===== config.mk =====
export PLATFORM = sky130hd
export DESIGN_NAME = rv_imm_gen
export DESIGN_NICKNAME = d
export VERILOG_FILES = /design/src/rtl/rvimm_pkg.sv /design/src/rtl/rvimm_opc_decode.sv /design/src/rtl/rvimm_field.sv /design/src/rtl/rvimm_mux.sv /design/src/rtl/rv_imm_gen.sv
export SDC_FILE = /design/constraint.sdc
export NUM_CORES = 1
export LEC_CHECK = 0
export CORE_MARGIN = 5
export CORE_UTILIZATION = 27
export DETAILED_ROUTE_END_ITERATION = 16
export PLACE_DENSITY = 0.95
export RECOVER_POWER = 25
export SYNTH_ARGS = -nofsm -noshare
export SYNTH_HDL_FRONTEND = slang
export SYNTH_SLANG_ARGS = --single-unit

===== constraint.sdc =====
create_clock -name vclk -period 4.66
set_input_delay 0.932 -clock vclk [all_inputs]
set_output_delay 0.932 -clock vclk [all_outputs]
set_load 0.02 [all_outputs]

===== src/rtl/rvimm_pkg.sv =====
package rvimm_pkg;

   typedef enum logic [2:0] {
      FMT_NONE = 3'd0,
      FMT_I    = 3'd1,
      FMT_S    = 3'd2,
      FMT_B    = 3'd3,
      FMT_U    = 3'd4,
      FMT_J    = 3'd5
   } imm_fmt_e;

   localparam int unsigned NUM_FMT  = 5;
   localparam int unsigned SEL_W    = 3;
   localparam logic [2:0]  SEL_AUTO = 3'd0;

   localparam logic [6:0] OPC_OP_IMM = 7'b0010011;
   localparam logic [6:0] OPC_LOAD   = 7'b0000011;
   localparam logic [6:0] OPC_JALR   = 7'b1100111;
   localparam logic [6:0] OPC_STORE  = 7'b0100011;
   localparam logic [6:0] OPC_BRANCH = 7'b1100011;
   localparam logic [6:0] OPC_LUI    = 7'b0110111;
   localparam logic [6:0] OPC_AUIPC  = 7'b0010111;
   localparam logic [6:0] OPC_JAL    = 7'b1101111;

endpackage


===== src/rtl/rvimm_opc_decode.sv =====
module rvimm_opc_decode
   import rvimm_pkg::*;
#(
   parameter int unsigned OPC_W = 7
) (
   input  logic [OPC_W-1:0] opcode_i,
   output imm_fmt_e         fmt_o
);

   generate
      if (OPC_W != 7) begin : g_bad_opc_w
         $error("rvimm_opc_decode: OPC_W must be 7");
      end
   endgenerate

   always_comb begin
      unique case (opcode_i)
         OPC_OP_IMM, OPC_LOAD, OPC_JALR: fmt_o = FMT_I;
         OPC_STORE:                      fmt_o = FMT_S;
         OPC_BRANCH:                     fmt_o = FMT_B;
         OPC_LUI, OPC_AUIPC:             fmt_o = FMT_U;
         OPC_JAL:                        fmt_o = FMT_J;
         default:                        fmt_o = FMT_NONE;
      endcase
   end

endmodule


===== src/rtl/rvimm_field.sv =====
module rvimm_field
   import rvimm_pkg::*;
#(
   parameter int unsigned ILEN = 32,
   parameter int unsigned XLEN = 32,
   parameter imm_fmt_e    FMT  = FMT_I
) (
   input  logic [ILEN-1:0] inst_i,
   output logic [XLEN-1:0] imm_o
);

   localparam int unsigned SIGN_POS = ILEN - 1;
   localparam int unsigned EXT_W    = XLEN - ILEN;

   logic [ILEN-1:0] raw;
   logic            unused_inst;

   assign unused_inst = ^inst_i;

   generate
      if (ILEN != 32) begin : g_bad_ilen
         $error("rvimm_field: ILEN must be 32");
      end
      if (XLEN < ILEN) begin : g_bad_xlen
         $error("rvimm_field: XLEN must not be below ILEN");
      end

      case (FMT)
         FMT_I: begin : g_i
            assign raw = {{20{inst_i[SIGN_POS]}}, inst_i[31:20]};
         end
         FMT_S: begin : g_s
            assign raw = {{20{inst_i[SIGN_POS]}}, inst_i[31:25], inst_i[11:7]};
         end
         FMT_B: begin : g_b
            assign raw = {{19{inst_i[SIGN_POS]}}, inst_i[31], inst_i[7],
                          inst_i[30:25], inst_i[11:8], 1'b0};
         end
         FMT_U: begin : g_u
            assign raw = {inst_i[31:12], 12'b0};
         end
         FMT_J: begin : g_j
            assign raw = {{11{inst_i[SIGN_POS]}}, inst_i[31], inst_i[19:12],
                          inst_i[20], inst_i[30:21], 1'b0};
         end
         default: begin : g_none
            assign raw = '0;
         end
      endcase

      if (XLEN > ILEN) begin : g_wide
         assign imm_o = {{EXT_W{raw[ILEN-1]}}, raw};
      end else begin : g_exact
         assign imm_o = raw;
      end
   endgenerate

endmodule


===== src/rtl/rvimm_mux.sv =====
module rvimm_mux
   import rvimm_pkg::*;
#(
   parameter int unsigned XLEN = 32,
   parameter int unsigned NCAND = NUM_FMT
) (
   input  imm_fmt_e                     fmt_i,
   input  logic [NCAND-1:0][XLEN-1:0]   cand_i,
   output logic [XLEN-1:0]              imm_o
);

   localparam int unsigned CODE_W = $bits(imm_fmt_e);

   always_comb begin
      imm_o = '0;
      for (int unsigned k = 0; k < NCAND; k++) begin
         if (fmt_i == imm_fmt_e'(CODE_W'(k + 1))) begin
            imm_o = imm_o | cand_i[k];
         end
      end
   end

endmodule


===== src/rtl/rv_imm_gen.sv =====
module rv_imm_gen
   import rvimm_pkg::*;
#(
   parameter int unsigned ILEN  = 32,
   parameter int unsigned XLEN  = 32,
   parameter int unsigned OPC_W = 7
) (
   input  logic [ILEN-1:0] inst_i,
   input  logic [2:0]      fmt_sel_i,
   output logic [XLEN-1:0] imm_o,
   output logic [2:0]      fmt_o
);

   imm_fmt_e                      dec_fmt;
   imm_fmt_e                      use_fmt;
   logic [NUM_FMT-1:0][XLEN-1:0]  cand;

   generate
      if (OPC_W >= ILEN) begin : g_bad_opc
         $error("rv_imm_gen: opcode field must be narrower than the word");
      end
   endgenerate

   rvimm_opc_decode #(.OPC_W(OPC_W)) u_dec (
      .opcode_i (inst_i[OPC_W-1:0]),
      .fmt_o    (dec_fmt)
   );

   always_comb begin
      unique case (fmt_sel_i)
         SEL_AUTO: use_fmt = dec_fmt;
         3'd1:     use_fmt = FMT_I;
         3'd2:     use_fmt = FMT_S;
         3'd3:     use_fmt = FMT_B;
         3'd4:     use_fmt = FMT_U;
         3'd5:     use_fmt = FMT_J;
         default:  use_fmt = FMT_NONE;
      endcase
   end

   generate
      for (genvar f = 0; f < NUM_FMT; f++) begin : g_fld
         rvimm_field #(
            .ILEN (ILEN),
            .XLEN (XLEN),
            .FMT  (imm_fmt_e'(3'(f + 1)))
         ) u_fld (
            .inst_i (inst_i),
            .imm_o  (cand[f])
         );
      end
   endgenerate

   rvimm_mux #(.XLEN(XLEN), .NCAND(NUM_FMT)) u_mux (
      .fmt_i  (use_fmt),
      .cand_i (cand),
      .imm_o  (imm_o)
   );

   assign fmt_o = use_fmt;

endmodule


==> results by group, run 1 <==
Layout
  – Commonest non-fill, non-tap cell in the layout: clkdlybuf4s50_1
  – Reg area: 0 µm²
  – Final-stage net count: 182
  – Final core occ: 71.45%
  – ANT cells: 0
  – Seq cells: 0
  – P&R area growth vs syn: 153.5%
  – FILL cells: 165
  – Most frequent cells in the layout: clkdlybuf4s50_1 (70), a21o_1 (19), nand2_1 (8), nor2b_1 (6), buf_4 (5)
  – CLK BUF: 0
  – Fraction of layout cells with a size suffix above 1: 8.276%

Placed design
  – GPL Wtd Cong: 0.7516
  – Detailed Place HPWL: 2.080 mm
  – Port Buf Inserts: 70

Power and ir drop
  – Cell-internal power: 0.00008663 W
  – Power per Cell Area: 129.1 nW/µm²
  – Part of the power in registers: 0%
  – Clock Power Share: 0%
  – Net load switching power: 0.00007261 W
  – Peak VDD IR: 0.00006567 V
  – Sw Share: 45.60%
  – Pleak: 0.5610 nW
  – Gate power share: 100.0%

Yosys
  – Post-Syn Instances: 74
  – YS warnings: 0
  – Synth area leader: a21o_1
  – Top cells by area, synth: a21o_1 (29%), nor2b_1 (7.7%), nand2_1 (6.2%)
  – Distinct cells, synth: 32
  – Post-Synthesis Net Count: 109
  – Post-Syn Area: 486.7 µm²
  – Avg Inst Size Synth: 6.577 µm²
  – Register area share after synthesis: 0%
  – Yosys top cell area share: 29.31%

Floorplan
  – I/O Pins: 70
  – Die ar.: 2752 µm²
  – Num rows: 15
  – Die height: 52.46 µm
  – Initial Util: 28.19%
  – Die width: 52.46 µm
  – CORE AREA: 1727 µm²

Worst setup path
  – Crit-path max FO: 11
  – Crit path kind: input port to output pin
  – Worst setup SP type: input port
  – CP top delay family: buffers and inverters
  – Buf/Inv on CP: 2
  – Most used cell, CP: clkdlybuf4s50_1
  – Worst EP arrival: 3.58 ns
  – Worst-path cell chain: clkdlybuf4s50_1, or3b_1, a2111oi_2, a21o_2, and2_4, a21o_1, clkdlybuf4s50_1
  – Worst Setup End Kind: output pin
  – Critical path's slowest cell: clkdlybuf4s50_1
  – CP max stage delay: 0.61 ns
  – Worst path required time: 3.73 ns

Detailed routing
  – Vias/cell: 5.076
  – Routed WL: 2.434 mm
  – Antenna viol nets, final: 0
  – Vias: 863
  – DRC: 0
  – 1st-iter DRT viols: 8
  – Initial DRT Pass Iterations: 4
  – Routed wire per std cell: 14.32 µm

CTS
  – Count of hold-fix buffers inserted at cts: 0

Timing
  – RSZ-0062 raised after global routing: false
  – Rel. slew slack: 52.45%
  – Slew @ Worst Pin: 0.7073 ns
  – Final hold viol count: 0
  – Final period util: 96.75%
  – Peak Freq: 0.2218 GHz
  – Pins Over Slew Limit: 0
  – Final setup TNS: 0 ns
  – Period minus WS final: 4.508 ns
  – # setup viols final: 0

Run status
  – Status: finished, final reports clean

Global route
  – Gr usage total: 17.17%
  – GRT Residual Overflow: 0
  – Largest net degree at the start of global routing: 15
  – Antenna violations before repair: 0
  – First-pass GRT wire length: 3.753 mm
  – Vias in the first global route: 874

Flow run
  – MaxCap Viol Count: 0

Hold path
  – Hold Crit Class: input port to output pin
## cells in the mapped netlist (all sizes together)
master   count
buf          4
a22oi        1
nor2         3
or2          1
nand2        8
nor2b        6
o21ai        4
nand3        2
or3          1
maj3         1
a32o         1
o31ai        1
nand4b       1
o21a         1
a21o        20
nand2b       1
a2111oi      1
nor4         2
nand3b       1
or3b         1
nor3         2
nand4bb      1
o211ai       1
a21oi        3
and2         1
or4          1
inv          4
## per-layer routing
layer	GRT usage, %	part of all wire [%]
met4	2.128	0.21
met3	6.838	15
met2	32.44	49
met1	18.01	35
met5	0	0
## layout make-up
type / instances / area (µm²) / area share [%]
inverters: 4 / 15.01 / 1.217
multi-input cells: 66 / 449.2 / 36.41
well taps: 25 / 31.28 / 2.536
repair buffers: 75 / 738.2 / 59.84
## cell families (layout without fill, tap and decap cells)
kind of cell | Yosys count | count (layout) | share of synthesized area [%]
AO/OA/AOI/OAI | 33 | 33 | 51.42
AND/OR/NAND/NOR | 32 | 32 | 37.54
buffers and inverters | 8 | 79 | 8.997
adder cells (fa/ha/maj) | 1 | 1 | 2.057
## through the flow
step	cell area (µm²)	std cells	setup WS [ns]	hold WS (ns)	power (W)
2_1_floorplan	486.7	74	1.270	2.019	0.00007087
5_1_grt	1234	170	0.007212	2.955	0.0001699
3_3_place_gp	1197	166	0.2755	2.912	0.0001535
3_5_place_dp	1197	166	0.1922	2.916	0.0001566
4_1_cts	1197	166	0.1929	2.918	0.0001571
6_report	1234	170	0.1516	2.917	0.0001592
## power by group through the flow
stage | registers [W] | logic, W | clock network [W]
after floorplan | 0 | 0.0000709 | 0
after global placement | 0 | 0.000154 | 0
after detailed placement | 0 | 0.000157 | 0
after CTS | 0 | 0.000157 | 0
after global routing | 0 | 0.000170 | 0
final | 0 | 0.000159 | 0
## path summary, 6_finish.rpt
check | startpoint | to | slack [ns] | cells past startpoint
setup / recovery | inst_i[4] | imm_o[25] | 0.15 | 7
hold / removal | inst_i[10] | imm_o[3] | 2.92 | 4
## worst min-delay path, cell delays in order
cell,delay [ns]
clkdlybuf4s50_1,0.40
nand2_1,0.05
o21ai_0,0.06
clkdlybuf4s50_1,0.54
## timing repair
item / in CTS / in global routing
setup endpoints to repair: 0 / 6
buffers inserted: 0 / 4
resized for setup: 0 / 1
(Power assumes the default switching activity.)
==> run 2: changes to the inputs <==
--- a/config.mk
+++ b/config.mk
@@ -10,6 +10,7 @@
 export DETAILED_ROUTE_END_ITERATION = 16
 export PLACE_DENSITY = 0.95
 export RECOVER_POWER = 25
+export SETUP_SLACK_MARGIN = 0.15
 export SYNTH_ARGS = -nofsm -noshare
 export SYNTH_HDL_FRONTEND = slang
 export SYNTH_SLANG_ARGS = --single-unit
==> run 2 against run 1 <==
Maximum frequency rose by 2.8%. Die area did not move. Worst setup slack improved by 0.12 ns. Worst hold slack did not move. Non-clock buffer count did not move. Final cell count did not move. Via count fell by 1.6%. Critical path depth did not move. Core utilization rose by 1.2 points. Power rose by 0.11%. Flip-flop and latch count did not move. Sequential share of layout area did not move. Critical endpoint unchanged.
==> results by group, run 2 (synthesis gave the netlist of run 1 again) <==
Floorplan
  – Die height: 52.46 µm (unchanged)
  – Initial Util: 28.19% (unchanged)
  – Num rows: 15 (unchanged)
  – Die ar.: 2752 µm² (unchanged)
  – I/O Pins: 70 (unchanged)
  – CORE AREA: 1727 µm² (unchanged)
  – Die width: 52.46 µm (unchanged)

Layout
  – Final-stage net count: 182 (unchanged)
  – ANT cells: 0 (unchanged)
  – Commonest non-fill, non-tap cell in the layout: clkdlybuf4s50_1 (unchanged)
  – P&R area growth vs syn: 157.6% (was 153.5%)
  – CLK BUF: 0 (unchanged)
  – Fraction of layout cells with a size suffix above 1: 8.966% (was 8.276%)
  – Seq cells: 0 (unchanged)
  – Reg area: 0 µm² (unchanged)
  – Most frequent cells in the layout: clkdlybuf4s50_1 (65), a21o_1 (19), nand2_1 (8), nor2b_1 (6) (was clkdlybuf4s50_1 (70), a21o_1 (19), nand2_1 (8), nor2b_1 (6), buf_4 (5))

Timing
  – Slew @ Worst Pin: 0.7080 ns (was 0.7073 ns)
  – Final hold viol count: 0 (unchanged)
  – Final period util: 94.15% (was 96.75%)
  – Peak Freq: 0.2279 GHz (was 0.2218 GHz)
  – RSZ-0062 raised after global routing: false (unchanged)
  – Final setup TNS: 0 ns (unchanged)
  – Rel. slew slack: 52.41% (was 52.45%)
  – Period minus WS final: 4.388 ns (was 4.508 ns)
  – # setup viols final: 0 (unchanged)
  – Worst Setup Slack, final: 0.2725 ns (was 0.1516 ns)
  – Pins Over Slew Limit: 0 (unchanged)

Flow run
  – MaxCap Viol Count: 0 (unchanged)

Detailed routing
  – Vias: 849 (was 863)
  – Antenna viol nets, final: 0 (unchanged)
  – Routed WL: 2.452 mm (was 2.434 mm)
  – 1st-iter DRT viols: 7 (was 8)
  – Vias/cell: 4.994 (was 5.076)
  – Initial DRT Pass Iterations: 4 (unchanged)
  – Routed wire per std cell: 14.42 µm (was 14.32 µm)
  – DRC: 0 (unchanged)

Power and ir drop
  – Peak VDD IR: 0.00006367 V (was 0.00006567 V)
  – Pleak: 0.5706 nW (was 0.5610 nW)
  – Power per Cell Area: 127.1 nW/µm² (was 129.1 nW/µm²)

Hold path
  – Hold Crit Class: input port to output pin (unchanged)

Placed design
  – Port Buf Inserts: 70 (unchanged)
  – Worst slack at placement: 0.1922 ns (unchanged)
  – GPL Wtd Cong: 0.7516 (unchanged)
  – Detailed Place HPWL: 2.080 mm (unchanged)

Worst setup path
  – Worst Setup End Kind: output pin (unchanged)
  – Worst EP arrival: 3.46 ns (was 3.58 ns)
  – Crit path kind: input port to output pin (unchanged)
  – Crit-path max FO: 11 (unchanged)
  – Worst setup SP type: input port (unchanged)
  – Worst path required time: 3.73 ns (about the same)

Global route
  – GRT Residual Overflow: 0 (unchanged)
  – First-pass GRT wire length: 3.753 mm (unchanged)
  – Antenna violations before repair: 0 (unchanged)
  – Largest net degree at the start of global routing: 15 (unchanged)
  – Gr usage total: 17.17% (unchanged)
  – Vias in the first global route: 874 (unchanged)

Run status
  – Status: finished, final reports clean (unchanged)

CTS
  – Count of hold-fix buffers inserted at cts: 0 (unchanged)
[run 2: layout make-up]
cell class | count | area, µm²
fill | 158 | 473.0
inverter | 4 | 15.01
multi-input combinational | 66 | 469.2
tap | 25 | 31.28
timing repair buffer | 75 | 738.2
[run 2: worst paths after layout]
check  startpoint        end  slack [ns]  cells past startpoint
min    inst_i[10]   imm_o[3]        2.92                      4
max     inst_i[4]  imm_o[25]        0.27                      7
[run 2: routing by layer]
metal / wire (µm) / vias to the layer above / global-route usage (%) / share of wire [%]
li1: - / 417 / - / -
met1: 876 / 381 / 18.01 / 36
met2: 1213 / 51 / 32.44 / 49
met3: 362 / 0 / 6.838 / 15
met4: 0 / 0 / 2.128 / 0
met5: 0 / - / 0 / 0
[run 2: per-stage QoR]
stage / total power [W] / instance area, µm² / hold WS [ns] / instances / utilization [%]
2_1_floorplan: 0.00007087 / 486.7 / 2.019 / 74 / -
3_3_place_gp: 0.0001535 / 1197 / 2.912 / 166 / 69.35
3_5_place_dp: 0.0001566 / 1197 / 2.916 / 166 / 69.35
4_1_cts: 0.0001571 / 1197 / 2.918 / 166 / 69.35
5_1_grt: 0.0001700 / 1254 / 2.955 / 170 / 72.61
6_report: 0.0001594 / 1254 / 2.917 / 170 / 72.61
[run 2: critical path, cell delays in order]
cell and delay [ns]:
clkdlybuf4s50_1 0.51, or3b_1 0.42, a2111oi_4 0.44, a21o_4 0.19, and2_4 0.22, a21o_1 0.13, clkdlybuf4s50_1 0.61
[run 2: what timing repair did]
action / in CTS / in global routing
setup buffers: 0 / 4
setup endpoints to repair: 0 / 20
resized for setup: 0 / 4
[run 2: power by group]
part / leakage, nW / internal, W / total (W) / switching [W]
Combinational: 0.571 / 0.0000861 / 0.000159 / 0.0000733
Sequential: 0 / 0 / 0 / 0
Clock: 0 / 0 / 0 / 0
Total: 0.571 / 0.0000861 / 0.000159 / 0.0000733
==> run 3: changes to the inputs <==
==> constraint.sdc (replaced) <==
create_clock -name vclk -period 4.66
set_input_delay 0.932 -clock vclk [all_inputs]
set_output_delay 0.932 -clock vclk [all_outputs]
set_load 0.01 [all_outputs]
==> run 3 against run 2 <==
Final cell count decreased by 0.59%. Global-route usage decreased by 0.23 points. Critical path depth increased by 1. Maximum frequency increased by 2.1%. Combinational power decreased by 13%. Flip-flop and latch count unchanged. Worst hold slack got worse by 0.066 ns. Sequential share of layout area unchanged. Largest cell class unchanged. Largest power group unchanged.
==> results by group, run 3 (synthesis gave the netlist of run 1 again) <==
Run status
  – Status: finished, final reports clean (unchanged)

Floorplan
  – Num rows: 15 (unchanged)
  – Die ar.: 2752 µm² (unchanged)
  – Initial Util: 28.19% (unchanged)
  – CORE AREA: 1727 µm² (unchanged)
  – I/O Pins: 70 (unchanged)
  – Die height: 52.46 µm (unchanged)
  – Die width: 52.46 µm (unchanged)

Global route
  – Antenna violations before repair: 0 (unchanged)
  – Largest net degree at the start of global routing: 15 (unchanged)
  – Gr usage total: 16.94% (was 17.17%)
  – First-pass GRT wire length: 3.684 mm (was 3.753 mm)
  – GRT Residual Overflow: 0 (unchanged)
  – Vias in the first global route: 862 (was 874)

Worst setup path
  – Worst EP arrival: 3.36 ns (was 3.46 ns)
  – Worst Setup End Kind: output pin (unchanged)
  – Crit-path max FO: 11 (unchanged)
  – Crit path kind: input port to output pin (unchanged)
  – Crit path launch: inst_i[3] (was inst_i[4])
  – Worst setup SP type: input port (unchanged)
  – Worst path required time: 3.73 ns (about the same)

Power and ir drop
  – Peak VDD IR: 0.00005819 V (was 0.00006367 V)
  – Net load switching power: 0.00005305 W (was 0.00007329 W)
  – Power per Cell Area: 112.9 nW/µm² (was 127.1 nW/µm²)
  – Part of the power in registers: 0% (about the same)
  – Sw Share: 38.56% (was 45.98%)
  – Gate power share: 100.0% (about the same)
  – Cell-internal power: 0.00008454 W (was 0.00008611 W)
  – Clock Power Share: 0% (about the same)
  – Pleak: 0.5600 nW (was 0.5706 nW)

Layout
  – CLK BUF: 0 (unchanged)
  – FILL cells: 155 (was 158)
  – ANT cells: 0 (unchanged)
  – Reg area: 0 µm² (unchanged)
  – Seq cells: 0 (unchanged)
  – Most frequent cells in the layout: clkdlybuf4s50_1 (66), a21o_1 (19), nand2_1 (8), nor2b_1 (6) (was clkdlybuf4s50_1 (65), a21o_1 (19), nand2_1 (8), nor2b_1 (6))
  – Final-stage net count: 181 (was 182)
  – Multi-input gate area: 445.4 µm² (was 469.2 µm²)
  – Final core occ: 70.58% (was 72.61%)
  – P&R area growth vs syn: 150.4% (was 157.6%)
  – Fraction of layout cells with a size suffix above 1: 6.250% (was 8.966%)
  – Final non-filler cell total: 169 (was 170)
  – Commonest non-fill, non-tap cell in the layout: clkdlybuf4s50_1 (unchanged)

Detailed routing
  – Initial DRT Pass Iterations: 4 (unchanged)
  – Routed WL: 2.366 mm (was 2.452 mm)
  – Max Used Layer: met3 (unchanged)
  – Routed wire per std cell: 14.00 µm (was 14.42 µm)
  – Met3 WL: 345 µm (was 362 µm)
  – DRC: 0 (unchanged)
  – Met2 WL: 1.169 mm (was 1.213 mm)
  – Vias: 827 (was 849)
  – 1st-iter DRT viols: 4 (was 7)
  – Antenna viol nets, final: 0 (unchanged)
  – DRT met1 WL: 851 µm (was 876 µm)
  – Vias/cell: 4.893 (was 4.994)

Timing
  – Rel. slew slack: 53.14% (was 52.41%)
  – Period minus WS final: 4.297 ns (was 4.388 ns)
  – Final setup TNS: 0 ns (unchanged)
  – Peak Freq: 0.2327 GHz (was 0.2279 GHz)
  – Slew @ Worst Pin: 0.6971 ns (was 0.7080 ns)
  – # setup viols final: 0 (unchanged)
  – Pins Over Slew Limit: 0 (unchanged)
  – Final hold viol count: 0 (unchanged)
  – Final period util: 92.21% (was 94.15%)
  – RSZ-0062 raised after global routing: false (unchanged)

CTS
  – Count of hold-fix buffers inserted at cts: 0 (unchanged)

Hold path
  – Hold Crit Depth: 4 (unchanged)
  – Hold Crit Start: inst_i[10] (unchanged)
  – Hold Crit Class: input port to output pin (unchanged)
  – Hold endpoint: imm_o[3] (unchanged)

Placed design
  – Dpl cells: 167 (was 166)
  – Port Buf Inserts: 70 (unchanged)
  – GPL Wtd Cong: 0.7514 (was 0.7516)
  – Detailed Place HPWL: 2.091 mm (was 2.080 mm)

Flow run
  – MaxCap Viol Count: 0 (unchanged)
==> run 3: per-stage QoR <==
step / power [W] / worst slack (ns) / hold WS [ns] / instance area, µm²
2_1_floorplan: 0.00005195 / 1.430 / 1.986 / 486.7
3_3_place_gp: 0.0001353 / 0.3436 / 2.854 / 1205
3_5_place_dp: 0.0001384 / 0.2790 / 2.854 / 1205
4_1_cts: 0.0001390 / 0.2878 / 2.854 / 1205
5_1_grt: 0.0001482 / 0.1451 / 2.880 / 1219
6_report: 0.0001376 / 0.3630 / 2.851 / 1219
==> run 3: worst max path at each step <==
stage / to / slack, ns
2_1_floorplan: imm_o[31] / 1.43
3_3_place_gp: imm_o[25] / 0.34
3_5_place_dp: imm_o[27] / 0.28
4_1_cts: imm_o[27] / 0.29
5_1_grt: imm_o[4] / 0.15
6_report: imm_o[27] / 0.36
==> run 3: final cells by class <==
| type | instances | share of cell area, % |
|---|---|---|
| inverter | 4 | 1.232 |
| multi-input combinational | 66 | 36.55 |
| timing repair buffer | 74 | 59.65 |
| tap | 25 | 2.567 |
==> run 3: what timing repair did <==
item | CTS | global route
resized for setup | 0 | 1
buffers inserted | 0 | 2
setup endpoints to repair | 0 | 18
==> run 3: critical path: stages <==
cell and delay (ns):
clkdlybuf4s50_1 0.49, nand4bb_1 0.18, a21oi_1 0.08, o31ai_2 0.48
inv_2 0.16, o21a_1 0.34, a21o_1 0.21, clkdlybuf4s50_1 0.48
==> run 3: power groups by stage <==
stage          registers, W  logic (W)  clock network (W)
3_5_place_dp              0   0.000138                  0
4_1_cts                   0   0.000139                  0
2_1_floorplan             0  0.0000519                  0
3_3_place_gp              0   0.000135                  0
5_1_grt                   0   0.000148                  0
6_report                  0   0.000138                  0
==> run 3: metal layers <==
layer	global-route usage [%]	up-vias
li1	-	415
met1	15.99	357
met2	35.74	55
met3	5.983	0
met4	0	0
met5	0	-
